`src/rtl/bsa_pkg.sv`:
```
package bsa_pkg;

   typedef enum logic [1:0] {
      ROUTE_AB   = 2'b00,
      ROUTE_BC   = 2'b01,
      ROUTE_CA   = 2'b10,
      ROUTE_ZERO = 2'b11
   } route_e;

   typedef enum logic [1:0] {
      FN_AND  = 2'b00,
      FN_OR   = 2'b01,
      FN_XNOR = 2'b10,
      FN_XOR  = 2'b11
   } logic_fn_e;

   typedef struct packed {
      logic p;
      logic q;
   } operand_pair_t;

endpackage

```
`src/rtl/bsa_operand_mux.sv`:
```
module bsa_operand_mux
   import bsa_pkg::*;
(
   input  route_e        route,
   input  logic          bit_a,
   input  logic          bit_b,
   input  logic          bit_c,
   output operand_pair_t pair
);

   // rotating 3-to-2 selection; the last code forces both operands low
   always_comb begin
      unique case (route)
         ROUTE_AB: pair = '{p: bit_a, q: bit_b};
         ROUTE_BC: pair = '{p: bit_b, q: bit_c};
         ROUTE_CA: pair = '{p: bit_c, q: bit_a};
         default:  pair = '{p: 1'b0,  q: 1'b0};
      endcase
   end

endmodule

```
`src/rtl/bsa_logic_unit.sv`:
```
module bsa_logic_unit
   import bsa_pkg::*;
(
   input  logic_fn_e     fn,
   input  operand_pair_t pair,
   output logic          y
);

   always_comb begin
      unique case (fn)
         FN_AND:  y = pair.p & pair.q;
         FN_OR:   y = pair.p | pair.q;
         FN_XNOR: y = ~(pair.p ^ pair.q);
         default: y = pair.p ^ pair.q;
      endcase
   end

endmodule

```
`src/rtl/bsa_slice.sv`:
```
module bsa_slice
   import bsa_pkg::*;
(
   input  route_e    route,
   input  logic_fn_e fn,
   input  logic      bit_a,
   input  logic      bit_b,
   input  logic      bit_c,
   output logic      y
);

   operand_pair_t pair;

   bsa_operand_mux u_mux (
      .route (route),
      .bit_a (bit_a),
      .bit_b (bit_b),
      .bit_c (bit_c),
      .pair  (pair)
   );

   bsa_logic_unit u_fn (
      .fn   (fn),
      .pair (pair),
      .y    (y)
   );

endmodule

```
`src/rtl/bsa_result_reg.sv`:
```
module bsa_result_reg #(
   parameter int unsigned WIDTH = 8
) (
   input  logic             clk,
   input  logic             rst,
   input  logic             load_en,
   input  logic [WIDTH-1:0] d,
   output logic [WIDTH-1:0] q
);

   always_ff @(posedge clk) begin
      if (rst)          q <= '0;
      else if (load_en) q <= d;
   end

   AST_HOLD_WHEN_IDLE: assert property (@(posedge clk) disable iff (rst)
      !load_en |=> $stable(q));

   AST_RESET_CLEARS: assert property (@(posedge clk)
      rst |=> (q == '0));

endmodule

```
`src/rtl/bsa_alu.sv`:
```
module bsa_alu
   import bsa_pkg::*;
#(
   parameter int unsigned WIDTH = 8
) (
   input  logic             clk,
   input  logic             rst,
   input  logic             load_en,
   input  logic [1:0]       op_sel,
   input  logic [1:0]       fn_sel,
   input  logic [WIDTH-1:0] din_a,
   input  logic [WIDTH-1:0] din_b,
   input  logic [WIDTH-1:0] din_c,
   output logic [WIDTH-1:0] result
);

   localparam logic [WIDTH-1:0] ALL_ONES = {WIDTH{1'b1}};

   if (WIDTH < 1) begin : g_bad_width
      $error("bsa_alu: WIDTH must be at least 1");
   end

   route_e           route;
   logic_fn_e        fn;
   logic [WIDTH-1:0] word;

   assign route = route_e'(op_sel);
   assign fn    = logic_fn_e'(fn_sel);

   // independent slices, shared codes, no inter-slice wiring
   for (genvar i = 0; i < WIDTH; i++) begin : g_slice
      bsa_slice u_slice (
         .route (route),
         .fn    (fn),
         .bit_a (din_a[i]),
         .bit_b (din_b[i]),
         .bit_c (din_c[i]),
         .y     (word[i])
      );
   end

   bsa_result_reg #(.WIDTH(WIDTH)) u_reg (
      .clk     (clk),
      .rst     (rst),
      .load_en (load_en),
      .d       (word),
      .q       (result)
   );

   AST_ZERO_XNOR_ONES: assert property (@(posedge clk) disable iff (rst)
      (load_en && op_sel == 2'b11 && fn_sel == 2'b10) |=> (result == ALL_ONES));

   AST_ZERO_OTHER_CLEAR: assert property (@(posedge clk) disable iff (rst)
      (load_en && op_sel == 2'b11 && fn_sel != 2'b10) |=> (result == '0));

   AST_AND_BELOW_OR: assert property (@(posedge clk) disable iff (rst)
      (load_en && fn_sel == 2'b00) |=> ((result & ~($past(din_a) | $past(din_b) | $past(din_c))) == '0));

endmodule

```
`config.mk`:
```
export PLATFORM = sky130hd
export DESIGN_NAME = bsa_alu
export DESIGN_NICKNAME = d
export VERILOG_FILES = /design/src/rtl/bsa_pkg.sv /design/src/rtl/bsa_operand_mux.sv /design/src/rtl/bsa_logic_unit.sv /design/src/rtl/bsa_slice.sv /design/src/rtl/bsa_result_reg.sv /design/src/rtl/bsa_alu.sv
export SDC_FILE = /design/constraint.sdc
export NUM_CORES = 1
export LEC_CHECK = 0
export BUFFER_PORTS_ARGS = -buffer_cell sky130_fd_sc_hd__buf_2
export CORE_UTILIZATION = 35
export CTS_BUF_LIST = sky130_fd_sc_hd__clkbuf_2
export DETAILED_ROUTE_END_ITERATION = 8
export GPL_TIMING_DRIVEN = 1
export PLACE_DENSITY = 0.65
export RECOVER_POWER = 50
export SYNTH_ARGS = -nofsm -noshare
export SYNTH_HDL_FRONTEND = slang
export SYNTH_SLANG_ARGS = --single-unit
```
`constraint.sdc`:
```
create_clock -name clk -period 1.6 [get_ports clk]
set_input_delay 0.08 -clock clk [delete_from_list [all_inputs] [get_ports clk]]
set_output_delay 0.08 -clock clk [all_outputs]
set_load 0.01 [all_outputs]
```
==> results.toml <==
[status]
status = "finished, final reports clean"

[yosys]
synth_cells = 148
avgSynthCellArea_sq_um = 8.68
syn-num-nets = 195
synthAdderAreaFrac_pct = 15.6
synth_xor_area_share_pct = 6.52
seq_area_frac_synth_pct = 12.5
synth_top_family_by_area = "compound AO/OA/AOI/OAI gates"
ys.warnings.count = 0
synthDistinctLibCells = 33
synth-simple-area-share_pct = 16.4
syn_area_sq_um = 1280
synth_seq_cells = 8
synth_mux_area_share_pct = 11.7
synth_compound_area_share_pct = 28.6

[layout]
largest_register_ffs = 8
nNetsFinal = 235
n_antenna_cell = 0
drive_gt1_share_pct = 29.0
largest_register = "u_reg.q"
final_core_util_pct = 44.1
layout.cells.non_filler = 232
reg_top3 = "u_reg.q: 8 flops"
area_delta_synth_final_pct = 17.1

[route]
totalWireLength_microns = 2770
drtAntennaViolNets = 0
drt_pass1_iterations = 4
vias = 1163
avgRoutedWirePerCell_microns = 11.9
route.detailed.drc = 0
drt_iter0_markers = 46
via_per_inst = 5.01

[global_routing]
grtUsageTotal_pct = 15.0
antenna_found_initial = 0
grt_max_degree = 18
grt_pass1_wl_microns = 4800
grt_pass1_vias = 1104
gr-total-overflow = 0

[floorplanning]
dieWidth_microns = 62.6
rows = 21
start_util_pct = 37.6
core_area_sq_um = 3420
die_h_microns = 62.6
ios = 39
dieArea_sq_um = 3920

[pwr]
p_per_area_nw_per_um2 = 507
p_comb_share_pct = 53.6
power_frac_clock_pct = 16.4
p_int_mw = 0.474
p_sw_mw = 0.289
seq_power_share_pct = 29.9
swShare_pct = 37.9
power_leakage_nw = 0.681
peakVddDrop_mv = 0.180
finalPower_mw = 0.764

[clocking]
cts_buffer_depth = 2
insertion_delay_ns = 0.24
cts_tree = "yes"
cts_made_buffers = 3
postCtsSetupRepairBufs = 0
clkTransAtPathRegs_ns = 0.09
cts_sinks = 8
ctsHoldBuffers = 0
cts_resized = 0
cts_root_buf = "clkbuf_2"
cts_max_level = 1

[min_path]
hold_path_depth = 2
min_path_type = "in2reg"
hp-start = "rst"
hold_end = "u_reg.q[5]"

[timing]
whs_ns = 0.164
timing.final.max_slew_violations = 0
min_period_ns = 1.39
setup_violations = 0
slew_headroom_pct = 80.1
worst_pin_slew_ns = 0.297
max_freq_mhz = 718
worst_slack_ns = 0.207
fin_skew_ns = 0
finalCritPeriodShare_pct = 87.0
hold_viol_final = 0
rsz0062_at_grt = "no"

[setup_path]
startpoint_type = "primary input"
crit_arrival_ns = 1.56
r2r_start = "u_reg.q[1]"
reg2regPathDepth = 2
ff2ff_setup_slack_ns = 0.94
cp_slowest_cell = "ha_1"
cp_cell_sequence = "buf_2 -> buf_4 -> mux2i_1 -> o21ai_1 -> ha_1 -> xnor2_2 -> o22ai_1 -> nor3_1"
crit_fanout = 8
r2r-end = "u_reg.q[1]"
critPathKind = "in2reg"
critPathMaxStageDelay_ns = 0.33
crit_path_end_kind = "flip-flop"
cp.required_ns = 1.77

[placement]
portBuffers = 38
place.gp.congestion = 0.762
place_inst = 229
dp_hpwl_microns = 2250
pre_cts_slack_ns = -0.0504

[flow_run]
drv_cap = 0
==> layout by cell type (no fill, tap or decap), drive strengths merged, types with 3 or more instances in the layout <==
cell type	instances
nor3	5
o22ai	4
nor2b	6
xor2	3
o21a	16
nand2b	7
a2bb2oi	3
dfxtp	8
ha	16
buf	38
nand2	17
o2bb2ai	3
mux2i	15
clkbuf	11
o21ai	19
a211oi	5
xnor2	4
==> cells in the mapped netlist, drive strengths merged <==
cell type	number	area [sq um]
a211oi	5	47.5
inv	2	7.50
xor2	3	33.8
mux2i	15	150
dfxtp	8	160
o21ai	19	95.1
a41o	1	10.0
a21oi	1	5.00
o2bb2ai	3	32.5
ha	16	200
xnor2	4	50.1
o21a	16	120
nand2	17	63.8
nor2	2	7.51
clkbuf	3	11.3
buf	8	93.8
nor3	5	35.0
o22ai	4	25.0
a2bb2oi	3	32.5
nor2b	6	60.1
nand2b	7	43.8
==> cell type report <==
type                            instances  area (sq um)
Tap cell                               46          57.6
Multi-Input combinational cell        127          1010
Fill cell                             347          1910
Clock buffer                            3          15.0
Inverter                                2          7.51
Timing Repair Buffer                   46           253
Sequential cell                         8           160
==> worst max-delay path: cells and delay by family <==
| kind | cells | cell delay [ns] |
|---|---|---|
| xor gates and xnor gates | 1 | 0.15 |
| adders and majority gates | 1 | 0.33 |
| AOI/OAI and AO/OA | 2 | 0.16 |
| buffers and inverters | 2 | 0.44 |
| and+or+nand+nor | 1 | 0.14 |
| muxes | 1 | 0.25 |
==> worst max path at each step <==
stage / start / to / depth (start not counted) / slack, ns
after floorplan: op_sel[1] / u_reg.q[0] / 8 / 0.09
after global placement: op_sel[1] / u_reg.q[2] / 8 / -0.06
after detailed placement: op_sel[1] / u_reg.q[3] / 8 / -0.05
after CTS: op_sel[1] / u_reg.q[4] / 8 / 0.20
after global routing: op_sel[1] / u_reg.q[3] / 8 / 0.05
final: op_sel[1] / u_reg.q[4] / 8 / 0.21
==> metrics by stage <==
stage | instance area, sq um | TNS [ns]
floorplan | 1280 | 0
finish | 1510 | 0
global placement | 1500 | -0.149
global route | 1510 | 0
detailed placement | 1500 | -0.156
CTS | 1520 | 0
==> layer usage <==
| metal | GRT usage (%) | routed length [microns] | up-vias |
|---|---|---|---|
| li1 | - | - | 614 |
| met1 | 20.3 | 1360 | 521 |
| met2 | 23.4 | 1260 | 26 |
| met3 | 1.46 | 117 | 2 |
| met4 | 8.14 | 28 | 0 |
| met5 | 0 | 0 | - |
==> power groups by stage <==
stage / logic (mW) / registers [mW] / clock network [mW]
final: 0.410 / 0.229 / 0.125
after global routing: 0.459 / 0.230 / 0.136
after CTS: 0.416 / 0.228 / 0.128
after detailed placement: 0.413 / 0.233 / 0
after global placement: 0.413 / 0.233 / 0
after floorplan: 0.303 / 0.241 / 0
==> cells by family after synthesis <==
kind of cell / after synthesis
flops: 8
buf+inv: 13
compound gates: 52
mux: 15
simple gates: 37
fa+ha+maj: 16
xor+xnor: 7
Note: power is estimated with default switching activity, not from simulation.
